### src/rtl/snd_seq_pkg.sv
// Package: shared command types and the decoder for the sound list sequencer.
// Assumes 16-bit command words with the opcode in bits 15..12.
package snd_seq_pkg;

    localparam int ARG_W = 12;

    typedef enum logic [2:0] {
        K_NOP,
        K_LOAD,
        K_PAUSE,
        K_REPEAT,
        K_CTRL
    } kind_e;

    typedef struct packed {
        kind_e            kind;
        logic [ARG_W-1:0] arg;
        logic             f_loop;
        logic             f_int;
        logic             f_stop;
    } insn_t;

    typedef enum logic [1:0] {
        PH_IDLE,
        PH_FETCH,
        PH_EXEC
    } phase_e;

    // Turns a raw word into a command; zero-argument and unknown words become NOP.
    function automatic insn_t decode_word(input logic [15:0] w);
        insn_t d;
        d.kind   = K_NOP;
        d.arg    = w[11:0];
        d.f_loop = 1'b0;
        d.f_int  = 1'b0;
        d.f_stop = 1'b0;
        case (w[15:12])
            4'h0: d.kind = K_LOAD;
            4'h1: d.kind = (w[11:0] != 12'd0) ? K_PAUSE : K_NOP;
            4'h2: d.kind = (w[11:0] != 12'd0) ? K_REPEAT : K_NOP;
            4'h4: begin
                d.f_loop = w[0];
                d.f_int  = w[4];
                d.f_stop = w[5];
                d.kind   = (w[0] | w[4] | w[5]) ? K_CTRL : K_NOP;
            end
            default: d.kind = K_NOP;
        endcase
        return d;
    endfunction

endpackage

### src/rtl/snd_seq_chan.sv
// Module: one command stream. It holds the source address, the fetched word,
// the loop mark and counter, and the pause counter. It assumes the
// controller never raises fetch_slot and exec_go in the same cycle.
module snd_seq_chan
    import snd_seq_pkg::*;
#(
    parameter int AW = 16
) (
    input  logic          clk,
    input  logic          rst_n,
    input  logic          tick,
    input  logic          en,
    input  logic          fetch_slot,
    input  logic [15:0]   rdata,
    input  logic          exec_go,
    input  logic          addr_we,
    input  logic [AW-1:0] addr_wdata,
    output logic          mem_req,
    output logic [AW-1:0] src,
    output logic          valid,
    output insn_t         insn
);

    logic [15:0]      word_q;
    logic [AW-1:0]    loop_q;
    logic [ARG_W-1:0] loop_cnt;
    logic [ARG_W-1:0] pause_cnt;
    logic             take_loop;

    // Fetch is granted only in this channel's slot, when enabled and not pausing.
    assign mem_req   = fetch_slot && en && (pause_cnt == '0);
    assign insn      = decode_word(word_q);
    assign take_loop = exec_go && (insn.kind == K_CTRL) && insn.f_loop && (loop_cnt != '0);

    // Capture the fetched word and whether this slot produced one.
    always_ff @(posedge clk) begin
        if (!rst_n) begin
            word_q <= '0;
            valid  <= 1'b0;
        end else if (fetch_slot) begin
            valid <= mem_req;
            if (mem_req) word_q <= rdata;
        end
    end

    // Source address: host write, loop jump or post-fetch advance.
    always_ff @(posedge clk) begin
        if (!rst_n)         src <= '0;
        else if (addr_we)   src <= {addr_wdata[AW-1:1], 1'b0};
        else if (take_loop) src <= loop_q;
        else if (mem_req)   src <= src + AW'(2);
    end

    // Loop mark and counter, set by repeat and spent by loop.
    always_ff @(posedge clk) begin
        if (!rst_n) begin
            loop_q   <= '0;
            loop_cnt <= '0;
        end else if (exec_go && insn.kind == K_REPEAT) begin
            loop_q   <= src;
            loop_cnt <= insn.arg;
        end else if (take_loop) begin
            loop_cnt <= loop_cnt - 1'b1;
        end
    end

    // Pause counter, loaded by pause and lowered by prescaled ticks.
    always_ff @(posedge clk) begin
        if (!rst_n)                                pause_cnt <= '0;
        else if (exec_go && insn.kind == K_PAUSE)  pause_cnt <= insn.arg;
        else if (tick && pause_cnt != '0)          pause_cnt <= pause_cnt - 1'b1;
    end

endmodule

### src/rtl/snd_seq_ctrl.sv
// Module: line sequencer. After a retrace strobe it offers one fetch slot per
// channel, then executes the channels in index order. Loads hold a channel
// for LOAD_CYC cycles plus the bus-contention extra sampled in their first
// cycle. Strobes that arrive while a line is in progress are dropped.
module snd_seq_ctrl
    import snd_seq_pkg::*;
#(
    parameter int NCH      = 3,
    parameter int LOAD_CYC = 8
) (
    input  logic           clk,
    input  logic           rst_n,
    input  logic           hsync,
    input  logic [NCH-1:0] valid,
    input  logic [NCH-1:0] is_load,
    input  logic           cpu_busy,
    input  logic           cpu_psg_wr,
    output logic [NCH-1:0] fetch_slot,
    output logic [NCH-1:0] exec_go
);

    localparam int IW = (NCH > 1) ? $clog2(NCH) : 1;
    localparam int TW = $clog2(LOAD_CYC + 2) + 1;

    phase_e          ph;
    logic [IW-1:0]   idx;
    logic            load_run;
    logic [TW-1:0]   tmr;
    logic            cur_valid;
    logic            cur_load;
    logic            step;
    logic            commit;
    logic [1:0]      extra;

    assign cur_valid = valid[idx];
    assign cur_load  = is_load[idx];
    assign extra     = cpu_psg_wr ? 2'd2 : (cpu_busy ? 2'd1 : 2'd0);
    assign step      = (ph == PH_EXEC) && (!cur_valid || !cur_load || (load_run && tmr == '0));
    assign commit    = step && cur_valid;

    // Decode the current slot into one-hot fetch and execute strobes.
    always_comb begin
        for (int i = 0; i < NCH; i++) begin
            fetch_slot[i] = (ph == PH_FETCH) && (idx == IW'(i));
            exec_go[i]    = commit && (idx == IW'(i));
        end
    end

    // Phase and slot index progression.
    always_ff @(posedge clk) begin
        if (!rst_n) begin
            ph  <= PH_IDLE;
            idx <= '0;
        end else begin
            case (ph)
                PH_IDLE: if (hsync) begin
                    ph  <= PH_FETCH;
                    idx <= '0;
                end
                PH_FETCH: begin
                    if (idx == IW'(NCH - 1)) begin
                        ph  <= PH_EXEC;
                        idx <= '0;
                    end else begin
                        idx <= idx + 1'b1;
                    end
                end
                PH_EXEC: if (step) begin
                    if (idx == IW'(NCH - 1)) ph <= PH_IDLE;
                    else                     idx <= idx + 1'b1;
                end
                default: ph <= PH_IDLE;
            endcase
        end
    end

    // Multi-cycle load timer, armed on the first cycle of a load.
    always_ff @(posedge clk) begin
        if (!rst_n) begin
            load_run <= 1'b0;
            tmr      <= '0;
        end else if (step) begin
            load_run <= 1'b0;
        end else if (ph == PH_EXEC && cur_valid && cur_load && !load_run) begin
            load_run <= 1'b1;
            tmr      <= TW'(LOAD_CYC - 2) + TW'(extra);
        end else if (load_run) begin
            tmr <= tmr - 1'b1;
        end
    end

endmodule

### src/rtl/snd_seq_stat.sv
// Module: status byte. It holds the channel enables and the pending
// interrupt flags and forms the active-low combined interrupt. A command's
// stop or interrupt wins over a host write in the same cycle. The bit
// layout assumes at most three channels.
module snd_seq_stat #(
    parameter int NCH = 3
) (
    input  logic           clk,
    input  logic           rst_n,
    input  logic           stat_we,
    input  logic [7:0]     stat_wdata,
    input  logic [NCH-1:0] stop_hit,
    input  logic [NCH-1:0] int_hit,
    output logic [NCH-1:0] en,
    output logic [7:0]     stat_rd,
    output logic           irq_n
);

    logic [NCH-1:0] pend;
    logic           unused_wbits;

    assign unused_wbits = ^stat_wdata;
    assign irq_n        = ~|pend;

    // Enable bits: set or cleared by the host, cleared by stop.
    always_ff @(posedge clk) begin
        for (int i = 0; i < NCH; i++) begin
            if (!rst_n)           en[i] <= 1'b0;
            else if (stop_hit[i]) en[i] <= 1'b0;
            else if (stat_we)     en[i] <= stat_wdata[i];
        end
    end

    // Interrupt flags: raised by commands, dropped by a host write of 1.
    always_ff @(posedge clk) begin
        for (int i = 0; i < NCH; i++) begin
            if (!rst_n)                             pend[i] <= 1'b0;
            else if (int_hit[i])                    pend[i] <= 1'b1;
            else if (stat_we && stat_wdata[4 + i])  pend[i] <= 1'b0;
        end
    end

    // Assemble the readable status byte.
    always_comb begin
        stat_rd = 8'h80;
        for (int i = 0; i < NCH; i++) begin
            stat_rd[i]     = en[i];
            stat_rd[4 + i] = ~pend[i];
        end
        for (int i = NCH; i < 3; i++) stat_rd[4 + i] = 1'b1;
    end

endmodule

### src/rtl/snd_list_seq.sv
// Module: top of the sound command list sequencer. It ties NCH command
// streams to the line sequencer, the status byte, the shared command read
// port and the sound-register write port. It assumes the memory returns
// the word combinationally in the cycle of the request.
module snd_list_seq
    import snd_seq_pkg::*;
#(
    parameter int NCH      = 3,
    parameter int AW       = 16,
    parameter int LOAD_CYC = 8
) (
    input  logic           clk,
    input  logic           rst_n,
    input  logic           hsync,
    input  logic           tick,
    input  logic           cpu_busy,
    input  logic           cpu_psg_wr,
    output logic           mem_rd,
    output logic [AW-1:0]  mem_addr,
    input  logic [15:0]    mem_rdata,
    input  logic [NCH-1:0] src_we,
    input  logic [AW-1:0]  src_wdata,
    input  logic           stat_we,
    input  logic [7:0]     stat_wdata,
    output logic [7:0]     stat_rd,
    output logic           irq_n,
    output logic           snd_we,
    output logic [3:0]     snd_reg,
    output logic [7:0]     snd_data
);

    logic [NCH-1:0] fetch_slot;
    logic [NCH-1:0] exec_go;
    logic [NCH-1:0] mem_req;
    logic [NCH-1:0] valid;
    logic [NCH-1:0] is_load;
    logic [NCH-1:0] stop_hit;
    logic [NCH-1:0] int_hit;
    logic [NCH-1:0] en;
    logic [AW-1:0]  src_a [NCH];
    insn_t          insn_a [NCH];

    for (genvar g = 0; g < NCH; g++) begin : g_chan
        snd_seq_chan #(.AW(AW)) i_chan (
            .clk        (clk),
            .rst_n      (rst_n),
            .tick       (tick),
            .en         (en[g]),
            .fetch_slot (fetch_slot[g]),
            .rdata      (mem_rdata),
            .exec_go    (exec_go[g]),
            .addr_we    (src_we[g]),
            .addr_wdata (src_wdata),
            .mem_req    (mem_req[g]),
            .src        (src_a[g]),
            .valid      (valid[g]),
            .insn       (insn_a[g])
        );
        assign is_load[g]  = insn_a[g].kind == K_LOAD;
        assign stop_hit[g] = exec_go[g] && insn_a[g].kind == K_CTRL && insn_a[g].f_stop;
        assign int_hit[g]  = exec_go[g] && insn_a[g].kind == K_CTRL && insn_a[g].f_int;
    end

    snd_seq_ctrl #(.NCH(NCH), .LOAD_CYC(LOAD_CYC)) i_ctrl (
        .clk        (clk),
        .rst_n      (rst_n),
        .hsync      (hsync),
        .valid      (valid),
        .is_load    (is_load),
        .cpu_busy   (cpu_busy),
        .cpu_psg_wr (cpu_psg_wr),
        .fetch_slot (fetch_slot),
        .exec_go    (exec_go)
    );

    snd_seq_stat #(.NCH(NCH)) i_stat (
        .clk        (clk),
        .rst_n      (rst_n),
        .stat_we    (stat_we),
        .stat_wdata (stat_wdata),
        .stop_hit   (stop_hit),
        .int_hit    (int_hit),
        .en         (en),
        .stat_rd    (stat_rd),
        .irq_n      (irq_n)
    );

    // Route the requesting channel's address to the read port.
    always_comb begin
        mem_rd   = |mem_req;
        mem_addr = '0;
        for (int i = 0; i < NCH; i++) if (mem_req[i]) mem_addr = src_a[i];
    end

    // Route the completing load to the sound-register write port.
    always_comb begin
        snd_we   = 1'b0;
        snd_reg  = '0;
        snd_data = '0;
        for (int i = 0; i < NCH; i++) begin
            if (exec_go[i] && insn_a[i].kind == K_LOAD) begin
                snd_we   = 1'b1;
                snd_reg  = insn_a[i].arg[11:8];
                snd_data = insn_a[i].arg[7:0];
            end
        end
    end

endmodule

### config.mk
export PLATFORM = sky130hd
export DESIGN_NAME = snd_list_seq
export DESIGN_NICKNAME = d
export VERILOG_FILES = /design/src/rtl/snd_seq_pkg.sv /design/src/rtl/snd_seq_chan.sv /design/src/rtl/snd_seq_ctrl.sv /design/src/rtl/snd_seq_stat.sv /design/src/rtl/snd_list_seq.sv
export SDC_FILE = /design/constraint.sdc
export NUM_CORES = 1
export LEC_CHECK = 0
export ABC_AREA = 0
export BUFFER_PORTS_ARGS = -buffer_cell sky130_fd_sc_hd__buf_2
export CAP_MARGIN = 15
export CORE_MARGIN = 2
export CORE_UTILIZATION = 55
export CTS_CLUSTER_DIAMETER = 60
export DETAILED_ROUTE_END_ITERATION = 10
export PLACE_DENSITY = 0.84
export SYNTH_ARGS = -nofsm -noshare
export SYNTH_HDL_FRONTEND = slang
export SYNTH_SLANG_ARGS = --single-unit
export TNS_END_PERCENT = 30
### constraint.sdc
create_clock -name clk -period 3.3 [get_ports clk]
set_clock_uncertainty 0.15 [all_clocks]
set_input_delay 0.165 -clock clk [delete_from_list [all_inputs] [get_ports clk]]
set_output_delay 0.165 -clock clk [all_outputs]
set_load 0.01 [all_outputs]
### Yosys cells after proc, flatten, opt, wreduce, memory -nomap -nowiden

Index checks and enable logic that the tools add are counted.
Widths: inputs -> output; s select.

| storage, ports and cells | value |
|---|---|
| output and inout port bits | 39 |
| register bits | 235 |
| logic and storage cells | 261 |

| cells by class | value |
|---|---|
| muxes and demuxes | 72 |
| reductions and logical operators | 104 |
| $add $sub $neg | 12 |
| order comparisons | 1 |
| equal/unequal tests | 30 |
| bitwise gates (word level) | 11 |

Operator list:

| operator | count |
|---|---|
| $mux 16 | 12 |
| $mux 12 | 12 |
| $reduce_bool 12->1 | 9 |
| $sub 12x1->12 const B | 6 |
| $add 16x2->16 const B | 3 |
| $logic_and 1x1->1 | 48 |
| $logic_not 12->1 | 3 |
| $pmux 3 s4 | 3 |
| $mux 2 | 15 |
| $reduce_bool 2->1 | 13 |
| $mux 8 | 3 |
| $eq 3x2->1 const B | 6 |
| $mux 3 | 6 |
| $reduce_or 2->1 | 7 |
| $eq 4x1->1 const B | 3 |
| $eq 4x2->1 const B | 3 |
| $eq 4x3->1 const B | 3 |
| $logic_not 4->1 | 3 |
| $mux 1 | 12 |
| $mux 4 | 3 |
| $pmux 2 s3 | 2 |
| $reduce_bool 3->1 | 4 |
| $mux 5 | 2 |
| $eq 3x1->1 const B | 3 |
| other kinds (19) | 46 |

### Depth between registers and ports, before layout

| logic depth | value |
|---|---|
| depth in word-level cells | 18 |
| gate-level depth with buffers | 11 |

### Hierarchy

From an unflattened synthesis, not the netlist that was laid out.

| second synthesis, totals | value |
|---|---|
| cell total of the unflattened synthesis | 1667 |
| area total of the unflattened synthesis | 13286.5 um^2 |

By module, submodules not included:

| module | times used | cells each | sequential area each (um^2) | area an instance (um^2) |
|---|---|---|---|---|
| snd_seq_chan (g_chan[0].i_chan ...) | 2 | 464 | 1461.4 | 3839.9 |
| snd_seq_chan (g_chan[2].i_chan) | 1 | 474 | 1461.4 | 3702.3 |
| snd_seq_ctrl | 1 | 101 | 200.2 | 874.6 |
| snd_list_seq | 1 | 131 | 0.0 | 724.4 |
| snd_seq_stat | 1 | 33 | 120.1 | 305.3 |

### Least setup slack after synthesis

OpenSTA, ideal clock, no wires.

| timing path | value |
|---|---|
| kind | register -> register |
| start point | register g_chan[1].i_chan.loop_cnt[0] |
| end point | register g_chan[1].i_chan.src[11] |
| period minus slack after synthesis | 2824 ps |
| data required time | 3031 ps |
| slack | 476 ps |
| library setup time | 119 ps |
| data arrival time | 2555 ps |
| stages on the path, launching flop included | 11 |
| path buffers | 2 |
| cells stage by stage | dfxtp_1 inv_1 ha_1 or4b_1 clkbuf_1 or4_4 and2_4 nand3_4 buf_6 mux2_1 o221a_1 |

| on the way | value |
|---|---|
| cells in the longest elaborated chain, start to end | 4 |

Ends and longest elaborated chain:

| what | line | text |
|---|---|---|
| start: declaration | snd_seq_chan.sv:26 | `logic [ARG_W-1:0] loop_cnt;` |
| start signal: assignment | snd_seq_chan.sv:61 | `loop_cnt <= insn.arg;` |
| start signal: assignment | snd_seq_chan.sv:63 | `loop_cnt <= loop_cnt - 1'b1;` |
| $reduce_bool 12->1 * | snd_seq_chan.sv:33 | `assign take_loop = exec_go && (insn.kind == K_CTRL) && insn.f_loop && (loop_cnt != '0);` |
| $logic_and 1x1->1 * | snd_seq_chan.sv:33 |  |
| $mux 16 | snd_seq_chan.sv:50 | `else if (take_loop) src <= loop_q;` |
| $mux 16 | snd_seq_chan.sv:49 | `else if (addr_we) src <= {addr_wdata[AW-1:1], 1'b0};` |
| end signal: assignment | snd_seq_chan.sv:49 |  |
| end signal: assignment | snd_seq_chan.sv:50 |  |
| end signal: assignment | snd_seq_chan.sv:51 | `else if (mem_req) src <= src + AW'(2);` |
| end: declaration | snd_seq_chan.sv:19 | `output logic [AW-1:0] src,` |

Mark *: on every way between the ends. The rest lies on a longest branch, timed or not.
A chain may end at the register's enable or synchronous reset.

### Worst setup path after layout

| timing path | value |
|---|---|
| start point | register g_chan[0].i_chan.pause_cnt[2] |
| end point | output port mem_addr[13] |

| on the way | value |
|---|---|
| cells in the longest elaborated chain, start to end | 5 |

Ends and longest elaborated chain:

| what | line | text |
|---|---|---|
| start: declaration | snd_seq_chan.sv:27 | `logic [ARG_W-1:0] pause_cnt;` |
| start signal: assignment | snd_seq_chan.sv:70 | `else if (exec_go && insn.kind == K_PAUSE) pause_cnt <= insn.arg;` |
| start signal: assignment | snd_seq_chan.sv:71 | `else if (tick && pause_cnt != '0) pause_cnt <= pause_cnt - 1'b1;` |
| $logic_not 12->1 | snd_seq_chan.sv:31 | `assign mem_req = fetch_slot && en && (pause_cnt == '0);` |
| $logic_and 1x1->1 | snd_seq_chan.sv:31 |  |
| $mux 16 (3 in a row) | snd_list_seq.sv:92 | `for (int i = 0; i < NCH; i++) if (mem_req[i]) mem_addr = src_a[i];` |
| end: declaration | snd_list_seq.sv:19 | `output logic [AW-1:0] mem_addr,` |

Every way passes these cells.

==> flow_metrics.env <==
export IMPL_power_uw=8030
export IMPL_p_clk_share_pct=35.8
export IMPL_hold_path_class="input port to flop"
export IMPL_cts_root_buf="clkbuf_16"
export IMPL_cts_sinks=235
export IMPL_grt_max_degree=107
export IMPL_grt_pass1_wl_mm=63.5
export IMPL_synthArstFlopShare_pct=0
export IMPL_fin_nets=1853
export IMPL_p_leak_uw=0.00565
export IMPL_synth_edf_count=0
export IMPL_drcViolationCount=0
export IMPL_r2r_setup_slack_ns=0.20
export IMPL_cts_tree="yes"
export IMPL_start_util_pct=56.0
export IMPL_synthFlopType="dfxtp_1"
export IMPL_critPathMaxFanout=46
export IMPL_outcome="complete, but fails checks"
export IMPL_h_tree_depth=1
export IMPL_antenna_cells=0
export IMPL_firstDrtPassIters=6
export IMPL_viasPerCell=6.27
export IMPL_p_int_uw=5550
export IMPL_maxCapViolations=0
export IMPL_powerDensity_mw_per_mm2=532
export IMPL_reg2reg_from="g_chan[1].i_chan.loop_cnt[1]"
export IMPL_drt_total_wl_mm=40.5
export IMPL_first_global_vias=12200
export IMPL_setup_worst_path_end_class="output port"
export IMPL_crit_family="simple AND/OR/NAND/NOR gates"
export IMPL_io_buffer_count=83
export IMPL_p_sw_share_pct=30.8
export IMPL_rr_endpoint="g_chan[1].i_chan.src[15]"
export IMPL_holdCritStartpoint="tick"
export IMPL_synth_net_count=1780
export IMPL_whs_ns=-0.000462
export IMPL_ys_warn_count=0
export IMPL_synth_area_top_cells="dfxtp_1, nand2_1, a21oi_1"
export IMPL_dieArea_sq_mm=0.0251
export IMPL_drtIter0Drc=1559
export IMPL_synthDistinctLibCells=78
export IMPL_ys_ff_latch=235
export IMPL_synth_top_area_share_pct=35.9
export IMPL_power_frac_seq_pct=41.7
export IMPL_core_sq_mm=0.0234
export IMPL_power_switching_uw=2470
export IMPL_vias=13300
export IMPL_path_buf_inv=2
export IMPL_synthCells=1712
export IMPL_hold_path_end="g_chan[0].i_chan.pause_cnt[7]"
export IMPL_clkSlewWorstSetupHoldPaths_ns=0.06
export IMPL_slew_headroom_pct=37.5
export IMPL_peakVddDrop_mv=0.414
export IMPL_clk_latency_ns=0.54
export IMPL_die_w_microns=158
export IMPL_start_kind="flop"
export IMPL_fmax_mhz=312
export IMPL_tns_ns=0
export IMPL_utilization_pct=64.5
export IMPL_hpwl_mm=27.1
export IMPL_criticalPathCategory="flop to output port"
export IMPL_finalCritPeriodShare_pct=97.2
export IMPL_maxSlewViolCount=0
export IMPL_antenna_found_initial=0
export IMPL_io_pins=89
export IMPL_cts_path_max_buffers=3
export IMPL_finalSetupViolCount=0
export IMPL_syn_area_per_cell_sq_um=7.66
export IMPL_grt_overflow=0
export IMPL_rr_worst_depth=8
export IMPL_tightest_slew_ns=0.938
export IMPL_ys_seq_area_share_pct=35.9
export IMPL_synth_top_cell_by_area="dfxtp_1"
export IMPL_fin_crit_ns=3.21
export IMPL_crit_arrival_ns=2.89
export IMPL_netlist_area_sq_mm=0.0131
export IMPL_avgRoutedWirePerCell_microns=19.1
export IMPL_hold_depth=4
export IMPL_slowest_stage="nor4_1"
export IMPL_drive_gt1_share_pct=10.9
export IMPL_max_stage_delay_ns=0.52
export IMPL_power_frac_comb_pct=22.5
export IMPL_cp_data_required_time_ns=2.98
export IMPL_cts_buffers_inserted=26
export IMPL_ant_nets=0
export IMPL_path_cells="nor4_1 -> nand4_1 -> nor2_4 -> buf_12 -> nand3_1 -> a31oi_1 -> buf_2"
export IMPL_dieHeight_microns=158
export IMPL_area_delta_synth_final_pct=15.2
export IMPL_track_usage_pct=31.6
export IMPL_violations="hold timing"
export IMPL_rows=56
export IMPL_place_congestion=0.954
export IMPL_finalHoldViolCount=1
## repair_timing
action	4_1_cts	5_1_grt
gates resized for setup	1	10
gates cloned	0	0
buffers inserted	0	0
hold endpoints to repair	103	0
hold buffers	48	0
setup endpoints to repair	10	30
## cell usage in the layout, fill, tap and decap left out, types with 28 or more instances in the layout
cell / count
o21ai_0: 29
buf_2: 83
nand2_1: 286
dfxtp_1: 234
buf_4: 41
nor2_1: 124
a211oi_1: 52
xnor2_1: 48
dlygate4sd3_1: 48
nor3_1: 57
nor4_1: 31
xor2_1: 29
inv_1: 52
nand3_1: 68
o21ai_1: 28
a21oi_1: 186
mux2i_1: 48
## how the worst max path moves through the flow
stage | from | end | slack [ns] | cells past startpoint
detailed placement | g_chan[1].i_chan.loop_cnt[0] | g_chan[1].i_chan.src[15] | 0.31 | 8
CTS | g_chan[0].i_chan.word_q[12] | snd_we | -0.07 | 7
global route | g_chan[0].i_chan.word_q[12] | snd_we | -0.002 | 7
finish | g_chan[0].i_chan.pause_cnt[2] | mem_addr[13] | 0.09 | 7
global placement | g_chan[0].i_chan.word_q[12] | g_chan[2].i_chan.src[2] | 0.38 | 6
floorplan | g_chan[1].i_chan.loop_cnt[0] | g_chan[1].i_chan.src[11] | 0.48 | 10
## cell type report
| type | instances | area, sq um |
|---|---|---|
| fillers | 2035 | 8300 |
| repair buffers | 175 | 1250 |
| flip-flops and latches | 235 | 4710 |
| well taps | 319 | 399 |
| clock buffers | 39 | 781 |
| inverters | 54 | 208 |
| multi-input cells | 1293 | 7700 |
| clock inverters | 6 | 60.1 |
## stage by stage
stage / cell area [sq um] / setup WS, ns / cells
after global placement: 13700 / 0.381 / 2027
final: 15100 / 0.0936 / 2121
after detailed placement: 13700 / 0.314 / 2027
after CTS: 15100 / -0.0659 / 2120
after global routing: 15100 / -0.00199 / 2121
after floorplan: 13100 / 0.476 / 1712
## logic make-up (layout without fill, tap and decap cells)
logic type      after synthesis  count (layout)  synth area share [%]
fa+ha+maj                    18              18                  1.72
simple gates                709             709                  25.8
xor+xnor                     77              77                  5.15
flops                       235             235                  35.9
other cells                   2               2                0.0573
compound gates              425             425                  20.8
mux                          62              62                  4.87
buf+inv                     184             274                  5.75
## flip-flops by register name, summed over array words and instances (netlist names), named ones only
name / flops
i_stat.en: 3
g_chan.i_chan.loop_cnt: 36
g_chan.i_chan.valid: 3
g_chan.i_chan.src: 45
i_ctrl.idx: 2
g_chan.i_chan.word_q: 48
g_chan.i_chan.pause_cnt: 36
g_chan.i_chan.loop_q: 48
i_ctrl.load_run: 1
i_ctrl.ph: 2
i_ctrl.tmr: 5
i_stat.pend: 3
## Yosys cell counts (4+ instances only)
library cell    n
a21oi_1       186
nor4_1         31
mux2_1         14
nor2_1        125
inv_1          52
or2_2           4
nand3_1        70
xnor2_1        48
o221a_1        27
clkbuf_1      103
and3_1         22
nor3_1         59
ha_1           18
buf_4           8
a22o_1          5
and4_1          7
o21ai_1        28
dfxtp_1       235
nand4_1        23
a32o_1          4
a31oi_1        24
mux2i_1        48
or4_1           6
o21ai_0        29
xor2_1         29
a21o_1         14
a2bb2oi_1       4
or3_1           9
nand2b_1       12
o31ai_1         5
o211ai_1        9
a22oi_1        11
and2_1         12
nor2b_1        11
nand2_1       286
nor4b_1         8
buf_2          14
a211oi_1       52
## per-layer routing
metal / wire length, microns / track usage (%)
met3: 3950 / 5.58
met4: 1530 / 12.1
met2: 18200 / 49.3
met1: 16800 / 43.5
met5: 0 / 0
## worst register-to-register path: stages, from the launching register on
cell and delay, ns:
dfxtp_1 0.35, inv_1 0.09, ha_1 0.21, or4b_1 0.59
or4_4 0.50, and2_4 0.17, nand3_4 0.25, mux2_1 0.40
o221a_1 0.27
## power groups by stage
stage / registers (uW) / logic, uW / clock network (uW)
final: 3350 / 1800 / 2880
after detailed placement: 3400 / 1700 / 0
after global routing: 3380 / 1990 / 3010
after floorplan: 3300 / 1320 / 0
after global placement: 3380 / 1640 / 0
after CTS: 3340 / 1770 / 2880
(Power assumes the default switching activity.)
